`config.mk`:
```
export PLATFORM = sky130hd
export DESIGN_NAME = irl_hold_unit
export DESIGN_NICKNAME = d
export VERILOG_FILES = /design/src/rtl/irl_pkg.sv /design/src/rtl/irl_pin_filter.sv /design/src/rtl/irl_pick.sv /design/src/rtl/irl_hold_core.sv /design/src/rtl/irl_hold_unit.sv
export SDC_FILE = /design/constraint.sdc
export NUM_CORES = 1
export LEC_CHECK = 0
export BUFFER_PORTS_ARGS = -buffer_cell sky130_fd_sc_hd__buf_2
export CAP_MARGIN = 20
export CORE_ASPECT_RATIO = 0.6
export CORE_MARGIN = 2
export CORE_UTILIZATION = 42
export DETAILED_ROUTE_END_ITERATION = 12
export PLACE_DENSITY = 0.75
export SLEW_MARGIN = 10
export SYNTH_ARGS = -nofsm -noshare
export SYNTH_HDL_FRONTEND = slang
export SYNTH_HIERARCHICAL = 1
export SYNTH_SLANG_ARGS = --single-unit
```
`constraint.sdc`:
```
create_clock -name clk -period 9.3 [get_ports clk]
set_clock_uncertainty 0.2 [all_clocks]
set_input_delay 0.93 -clock clk [delete_from_list [all_inputs] [get_ports clk]]
set_output_delay 0.93 -clock clk [all_outputs]
set_load 0.005 [all_outputs]
```
`src/rtl/irl_pkg.sv`:
```
package irl_pkg;
    localparam int LVL_W  = 4;
    localparam int N_LVL  = 1 << LVL_W;
    localparam int N_GRP  = 2;

    typedef logic [LVL_W-1:0] lvl_t;

    // source of a held request: 0 = group on pins 3..0, 1 = group on pins 7..4
    typedef struct packed {
        lvl_t s1;
        lvl_t s2;
        lvl_t prev;
        lvl_t det;
    } filt_t;

    typedef struct packed {
        lvl_t held_lvl;
        logic held_src;
        lvl_t mask_lvl;
    } hold_t;
endpackage

```
`src/rtl/irl_pin_filter.sv`:
```
module irl_pin_filter
    import irl_pkg::*;
(
    input  logic clk,
    input  logic rst_n,
    input  lvl_t pins,
    output lvl_t sync_pins,
    output lvl_t det_lvl
);
    filt_t st_d, st_q;

    always_comb begin
        st_d      = st_q;
        st_d.s1   = pins;
        st_d.s2   = st_q.s1;
        st_d.prev = st_q.s2;
        if (st_q.s2 == st_q.prev)
            st_d.det = ~st_q.s2;
    end

    always_ff @(posedge clk or negedge rst_n) begin
        if (!rst_n) begin
            st_q.s1   <= '1;
            st_q.s2   <= '1;
            st_q.prev <= '1;
            st_q.det  <= '0;
        end else begin
            st_q <= st_d;
        end
    end

    assign sync_pins = st_q.s2;
    assign det_lvl   = st_q.det;

    // the detected level only moves after two agreeing synchronized samples
    a_r2_two_sample: assert property (@(posedge clk) disable iff (!rst_n)
        (st_q.s2 != st_q.prev) |=> $stable(st_q.det));
endmodule

```
`src/rtl/irl_pick.sv`:
```
module irl_pick
    import irl_pkg::*;
(
    input  lvl_t lvl_a,
    input  lvl_t lvl_b,
    input  logic use_a,
    input  logic use_b,
    output lvl_t win_lvl,
    output logic win_src
);
    lvl_t eff_a, eff_b;

    always_comb begin
        eff_a = use_a ? lvl_a : '0;
        eff_b = use_b ? lvl_b : '0;
        // ties go to group A
        if (eff_a >= eff_b) begin
            win_lvl = eff_a;
            win_src = 1'b0;
        end else begin
            win_lvl = eff_b;
            win_src = 1'b1;
        end
    end
endmodule

```
`src/rtl/irl_hold_core.sv`:
```
module irl_hold_core
    import irl_pkg::*;
(
    input  logic             clk,
    input  logic             rst_n,
    input  lvl_t             cand_lvl,
    input  logic             cand_src,
    input  logic             follow_mode,
    input  logic             auto_mask,
    input  logic             cpu_ack,
    input  logic             clr_a,
    input  logic             clr_b,
    input  logic [N_LVL-1:0] lvl_block,
    input  logic             mask_wr,
    input  lvl_t             mask_wdata,
    output lvl_t             out_lvl,
    output logic             out_pend,
    output lvl_t             mask_lvl
);
    hold_t st_d, st_q;
    logic  rel_grp;

    always_comb begin
        out_lvl  = follow_mode ? cand_lvl : st_q.held_lvl;
        out_pend = (out_lvl != '0) && (out_lvl > st_q.mask_lvl) && !lvl_block[out_lvl];
        rel_grp  = (clr_a && !st_q.held_src) || (clr_b && st_q.held_src);

        st_d = st_q;
        if (follow_mode || cpu_ack || rel_grp) begin
            st_d.held_lvl = '0;
            st_d.held_src = 1'b0;
        end else if (cand_lvl > st_q.held_lvl) begin
            st_d.held_lvl = cand_lvl;
            st_d.held_src = cand_src;
        end

        if (mask_wr)
            st_d.mask_lvl = mask_wdata;
        else if (cpu_ack && out_pend && auto_mask)
            st_d.mask_lvl = out_lvl;
    end

    always_ff @(posedge clk or negedge rst_n) begin
        if (!rst_n)
            st_q <= '0;
        else
            st_q <= st_d;
    end

    assign mask_lvl = st_q.mask_lvl;

    // without ack or release, the held level never decreases in hold mode
    a_r4_no_drop: assert property (@(posedge clk) disable iff (!rst_n)
        (!follow_mode && !cpu_ack && !clr_a && !clr_b)
        |=> (follow_mode || st_q.held_lvl >= $past(st_q.held_lvl)));

    // an ack empties the hold register
    a_r6_ack_release: assert property (@(posedge clk) disable iff (!rst_n)
        cpu_ack |=> (st_q.held_lvl == '0));

    // automatic mask update takes the accepted level
    a_r11_auto_load: assert property (@(posedge clk) disable iff (!rst_n)
        (cpu_ack && out_pend && auto_mask && !mask_wr) |=> (mask_lvl == $past(out_lvl)));

    // with automatic update off and no write, the mask level is kept
    a_r11_mask_kept: assert property (@(posedge clk) disable iff (!rst_n)
        (!auto_mask && !mask_wr) |=> $stable(mask_lvl));

    // follow mode keeps nothing
    a_r9_no_hold: assert property (@(posedge clk) disable iff (!rst_n)
        follow_mode |=> (st_q.held_lvl == '0));

    // a pending request is above the mask level
    a_r10_above_mask: assert property (@(posedge clk) disable iff (!rst_n)
        out_pend |-> (out_lvl > mask_lvl));
endmodule

```
`src/rtl/irl_hold_unit.sv`:
```
module irl_hold_unit
    import irl_pkg::*;
(
    input  logic        clk,
    input  logic        rst_n,
    input  logic [3:0]  pins_a,
    input  logic [3:0]  pins_b,
    input  logic        follow_mode,
    input  logic        irq_sel_a,
    input  logic        irq_sel_b,
    input  logic        auto_mask,
    input  logic        cpu_ack,
    input  logic        clr_a,
    input  logic        clr_b,
    input  logic [15:0] lvl_block,
    input  logic        mask_wr,
    input  logic [3:0]  mask_wdata,
    output logic [3:0]  req_level,
    output logic        req_pending,
    output logic [3:0]  mask_level,
    output logic [3:0]  irq_a,
    output logic [3:0]  irq_b
);
    lvl_t grp_pins [N_GRP];
    lvl_t grp_sync [N_GRP];
    lvl_t grp_det  [N_GRP];
    logic grp_irq  [N_GRP];
    lvl_t cand_lvl;
    logic cand_src;

    assign grp_pins[0] = pins_a;
    assign grp_pins[1] = pins_b;
    assign grp_irq[0]  = irq_sel_a;
    assign grp_irq[1]  = irq_sel_b;

    for (genvar g = 0; g < N_GRP; g++) begin : g_grp
        irl_pin_filter u_filt (
            .clk       (clk),
            .rst_n     (rst_n),
            .pins      (grp_pins[g]),
            .sync_pins (grp_sync[g]),
            .det_lvl   (grp_det[g])
        );
    end

    assign irq_a = irq_sel_a ? ~grp_sync[0] : '0;
    assign irq_b = irq_sel_b ? ~grp_sync[1] : '0;

    irl_pick u_pick (
        .lvl_a   (grp_det[0]),
        .lvl_b   (grp_det[1]),
        .use_a   (!grp_irq[0]),
        .use_b   (!grp_irq[1]),
        .win_lvl (cand_lvl),
        .win_src (cand_src)
    );

    irl_hold_core u_core (
        .clk         (clk),
        .rst_n       (rst_n),
        .cand_lvl    (cand_lvl),
        .cand_src    (cand_src),
        .follow_mode (follow_mode),
        .auto_mask   (auto_mask),
        .cpu_ack     (cpu_ack),
        .clr_a       (clr_a),
        .clr_b       (clr_b),
        .lvl_block   (lvl_block),
        .mask_wr     (mask_wr),
        .mask_wdata  (mask_wdata),
        .out_lvl     (req_level),
        .out_pend    (req_pending),
        .mask_lvl    (mask_level)
    );

    // IRQ lines stay low for a group in encoded-level use
    a_r12_lines_quiet: assert property (@(posedge clk) disable iff (!rst_n)
        (!irq_sel_a |-> irq_a == '0) and (!irq_sel_b |-> irq_b == '0));
endmodule

```
After elaboration in Yosys (flattened, before gate mapping)

Index checks and enable logic that the tools add are counted.

Register bits after elaboration: 41
Input port bits: 38
Output and inout port bits: 17
Word-level logic and storage cells: 46

$lt $le $gt $ge: 4
Equality and inequality tests: 2
Muxes and demuxes: 13
Bitwise operators: 2
Reductions and logical operators: 14

Operator list:

| kind               | count |
|---|---|
| $mux 4             | 8 |
| $mux 5             | 2 |
| $eq 4x4->1         | 2 |
| $gt 4x4->1         | 2 |
| $not 4->4          | 2 |
| $logic_and 1x1->1  | 6 |
| $lt 4x5->1 const B | 1 |
| $bmux 1 s4         | 1 |
| $ge 4x4->1         | 1 |
| $reduce_bool 2->1  | 2 |
| $reduce_bool 4->1  | 1 |
| $logic_or 1x1->1   | 3 |
| $logic_not 1->1    | 2 |
| $mux 1             | 2 |

Longest topological paths before layout

Word-level depth: 12
Mapped depth: 16
Gate-level depth less buffers: 16

By module

Netlist, hierarchy kept.

By module, submodules not included:

| module         | times used | cells an instance | area each (um^2) | sequential area each (um^2) |
|---|---|---|---|---|
| irl_pin_filter | 2          | 37                | 578.1            | 415.4 |
| irl_hold_core  | 1          | 130               | 1032.2           | 225.2 |
| irl_pick       | 1          | 26                | 197.7            | 0.0 |
| irl_hold_unit  | 1          | 10                | 77.6             | 0.0 |

Least setup slack after synthesis

Ideal clock, no wire load.

Path type: input port to output port
Start point: input irq_sel_a
End point: output req_pending
Arrival time: 3.656 ns
Data required time: 8.170 ns
Path slack: 4.514 ns
Stages on the path: 12
Buffers on the path: 0
Cells stage by stage: inv_1 -> nand2_1 -> ha_1 -> nand2b_4 -> a2111oi_4 -> a21oi_2 -> mux2i_1 -> mux2i_4 -> inv_4 -> mux4_2 -> and2_4 -> nor3_2

Cells in the longest elaborated chain, start to end: 8
Elaborated cells between the ends (all ways): 11
Those cells by class: 2 x order compare; 5 x mux; 4 x reduce/logical

RTL lines:

| item                         | RTL line            | text |
|---|---|---|
| start, declared              | irl_hold_unit.sv:9  | `input logic irq_sel_a,` |
| $mux 4 *                     | irl_pick.sv:14      | `eff_a = use_a ? lvl_a : '0;` |
| $ge 4x4->1                   | irl_pick.sv:17      | `if (eff_a >= eff_b) begin` |
| $mux 4 *                     | irl_pick.sv:17      |  |
| via cand_lvl[0]              | irl_hold_unit.sv:28 | `lvl_t cand_lvl;` |
| $mux 4 *                     | irl_hold_core.sv:24 | `out_lvl = follow_mode ? cand_lvl : st_q.held_lvl;` |
| via req_level[0]             | irl_hold_unit.sv:18 | `output logic [3:0] req_level,` |
| $bmux 1 s4                   | irl_hold_core.sv:25 | `out_pend = (out_lvl != '0) && (out_lvl > st_q.mask_lvl) && !lvl_block[out_lvl];` |
| $mux 1 (not written as such) | irl_hold_core.sv:25 |  |
| $logic_not 1->1              | irl_hold_core.sv:25 |  |
| $logic_and 1x1->1 *          | irl_hold_core.sv:25 |  |
| end, declared                | irl_hold_unit.sv:19 | `output logic req_pending,` |

The timed path passes the listed nets; every way through them passes the cells marked *. The select of a mux whose other input is x is not followed.

Final worst setup path

Start point: input irq_sel_b
End point: output req_pending

Cells in the longest elaborated chain, start to end: 8
Elaborated cells between the ends (all ways): 11
Those cells by class: 2 x order compare; 5 x mux; 4 x reduce/logical

RTL lines:

| item                         | RTL line            | text |
|---|---|---|
| start, declared              | irl_hold_unit.sv:10 | `input logic irq_sel_b,` |
| $mux 4 *                     | irl_pick.sv:15      | `eff_b = use_b ? lvl_b : '0;` |
| $ge 4x4->1                   | irl_pick.sv:17      |  |
| $mux 4 *                     | irl_pick.sv:17      |  |
| via cand_lvl[0]              | irl_hold_unit.sv:28 |  |
| $mux 4 *                     | irl_hold_core.sv:24 |  |
| $bmux 1 s4                   | irl_hold_core.sv:25 |  |
| $mux 1 (not written as such) | irl_hold_core.sv:25 |  |
| $logic_not 1->1              | irl_hold_core.sv:25 |  |
| $logic_and 1x1->1 *          | irl_hold_core.sv:25 |  |

Marks and branches as above.

==> impl_metrics.py <==
metrics = {
    "timing": {
        "setup_violations": 0,
        "fmax_mhz": 180,
        "layout_setup_ws_ns": 3.74,
        "tightest_slew_ns": 0.853,
        "slew_viol_final": 0,
        "hold_violations": 0,
        "fin_crit_ns": 5.56,
        "setup_tns_ns": 0,
        "finalCritPeriodShare": 0.598,
        "grt_setup_unrepaired": "no",
        "max_slew_margin": 0.432,
    },
    "route": {
        "viasPerCell": 4.92,
        "drt-initial-drc-count": 102,
        "dr.pass1.iters": 6,
        "via_count": 1763,
        "remaining_drc_errors": 0,
        "ant_nets": 0,
        "wl_per_cell_um": 12.8,
        "wl_um": 4590,
    },
    "logic_synthesis": {
        "synth-edff-count": 0,
        "synth_area_um2": 2460,
        "synthesis.nets": 290,
        "synth_cells": 240,
        "ys_warn_count": 6,
        "yosysSeqAreaShare": 0.429,
        "ys_ff_latch": 41,
        "ys_types": 48,
        "synthArstFlopShare": 1.00,
        "synthFlopType": "dfstp_2",
        "avgSynthCellArea_um2": 10.3,
    },
    "clocking": {
        "cts.clk_slew.worst_paths_ns": 0.08,
        "cts_num_sinks": 41,
        "cts-root-buf": "clkbuf_8",
        "ctsResizeCount": 0,
        "ctsHoldBuffers": 0,
        "clock_path_buffers": 2,
        "cts_buffers": 5,
        "htree_levels": 2,
        "post-cts-setup-buffers": 0,
        "cts_tree": "yes",
        "clk_latency_ns": 0.28,
    },
    "final_layout": {
        "final_area_um2": 2790,
        "fin_nets": 327,
        "final_cell_mix": "buf_2 (53), inv_1 (25), dfstp_2 (24), nand2_1 (20), mux2i_1 (18)",
        "layout_commonest_cell": "buf_2",
        "drive_above_1_share": 0.381,
        "area_delta_synth_final_pct": 13.4,
        "antenna_cells": 0,
        "fill_cells": 540,
    },
    "power": {
        "p_leak_nw": 1.37,
        "clkPwrFrac": 0.247,
        "power.total_mw": 0.636,
        "power_switching_mw": 0.217,
        "cellPowerDensity_nw_per_um2": 228,
        "irDropWorstVdd_mv": 0.124,
        "pwr-share-comb": 0.400,
        "swShare": 0.342,
        "p_int_mw": 0.418,
        "power_frac_seq": 0.352,
    },
    "worst_setup_path": {
        "worstPathRequired_ns": 8.17,
        "crit_path_cell_trace": "buf_2 > inv_1 > nand2_1 > inv_1 > ha_1 > nand2b_4 > a2111oi_4 > a21oi_2 > mux2i_1 > mux2i_4 > inv_4 > mux4_2 > and2_4 > nor3_2 > buf_2",
        "max_stage_delay_ns": 0.66,
        "critPathLaunchType": "input pin",
        "slowest_stage": "mux2i_1",
        "criticalPathCategory": "input pin to primary output",
        "reg2reg_depth": 13,
        "cp-end-kind": "primary output",
        "cp.arrival_ns": 4.43,
        "cp_max_fo": 8,
    },
    "die": {
        "fp.dieW_um": 103,
        "die_y_um": 63.3,
        "die-area_um2": 6510,
        "io-pin-count": 55,
        "rows": 21,
        "core_area_um2": 5620,
        "start_util": 0.438,
    },
    "global_routing": {
        "grt_pass1_wl_um": 7590,
        "grt_max_degree": 42,
        "antenna_found_initial": 0,
        "grtUsageMet1": 0.215,
        "grt-busiest-layer": "met2",
        "use_met3": 0.0266,
        "grt.total_usage": 0.148,
        "met2_usage": 0.233,
        "grt_overflow": 0,
        "grt_pass1_vias": 1670,
    },
    "hold_path": {
        "hold_path_class": "flip-flop to flip-flop",
        "hold_path_depth": 0,
    },
    "placement": {
        "portBuffers": 53,
        "post_dp_cell_area_um2": 2660,
        "hpwl_um": 3570,
        "globalplace.congestion": 0.843,
        "dp_slack_ns": 3.82,
    },
    "flow_run": {
        "maxCapViolCount": 0,
    },
    "outcome": {
        "outcome": "completed",
    },
}
[power by group through the flow]
stage          combinational [mW]  sequential, mW  clock (mW)
5_1_grt                     0.285           0.228       0.171
3_3_place_gp                0.241           0.226           0
6_report                    0.254           0.224       0.157
3_5_place_dp                0.252           0.228           0
4_1_cts                     0.254           0.224       0.161
2_1_floorplan               0.217           0.222           0
[final cells by class]
type	instances	area (um^2)	share of cell area
Multi-Input combinational cell	149	1130	0.406
Sequential cell	41	1060	0.378
Timing Repair Buffer	53	265	0.0950
Inverter	27	104	0.0372
Tap cell	80	100	0.0358
Clock buffer	6	93.8	0.0336
Clock inverter	2	38.8	0.0139
[sequential cells by signal, indices dropped and copies added (netlist names)]
register	flops
g_grp.u_filt/det_lvl	8
g_grp.u_filt/st_d	8
g_grp.u_filt/st_q	8
g_grp.u_filt/sync_pins	8
u_core/st_q	5
u_core/mask_lvl	4
[worst max-delay path, delay by kind of cell]
family / cells / cell delay (ns)
AND/OR/NAND/NOR: 4 / 0.75
AO/OA/AOI/OAI: 2 / 0.49
multiplexers: 3 / 1.42
buffers and inverters: 5 / 0.62
adder cells (fa/ha/maj): 1 / 0.22
[worst paths after layout]
kind                                       startpoint  slack (ns)                           end
hold / removal               g_grp[1].u_filt/st_d[11]        0.16  g_grp[1].u_filt/sync_pins[3]
min in group asynchronous                       rst_n        0.56    g_grp[1].u_filt/det_lvl[2]
max in group asynchronous                       rst_n        7.82    g_grp[0].u_filt/det_lvl[1]
setup / recovery                            irq_sel_b        3.74                   req_pending
setup reg to reg           g_grp[1].u_filt/det_lvl[0]        5.13            u_core/mask_lvl[1]
hold reg to reg              g_grp[1].u_filt/st_d[11]        0.16  g_grp[1].u_filt/sync_pins[3]
[through the flow]
step,hold slack [ns],instances,util
after floorplan,0.145,240,-
after global placement,0.145,350,0.473
final,0.158,358,0.497
after detailed placement,0.147,350,0.473
after global routing,0.165,358,0.497
after CTS,0.159,358,0.497
[cell usage after synthesis, drive strengths merged, types with 2 or more instances]
cell     n  area, um^2
a21oi   11        58.8
a22oi    2        15.0
a32oi    2        17.5
and2b    8        70.1
buf     22         165
dfrtp   17         425
dfstp   24         631
ha      12         150
inv     27         104
mux2i   19         203
nand2   20        75.1
nand2b   9        63.8
nand3    3        15.0
nand3b   2        15.0
nand4    5        43.8
nor2    15        56.3
nor2b    2        12.5
o211ai   5        37.5
o21a     2        15.0
o21ai    6        30.0
or4      2        15.0
xnor2    8        70.1
[metal layers]
metal / part of all wire / vias to the layer above
met5: 0 / -
met4: 0.0041 / 0
met3: 0.066 / 4
met2: 0.43 / 62
met1: 0.50 / 828
li1: - / 869
[cell families after synthesis]
logic type,synth area share
mux,0.0960
compound gates,0.107
fa+ha+maj,0.0609
buf+inv,0.111
flops,0.429
xor+xnor,0.0284
simple gates,0.169
No activity file was read; power rests on OpenSTA's default activity.
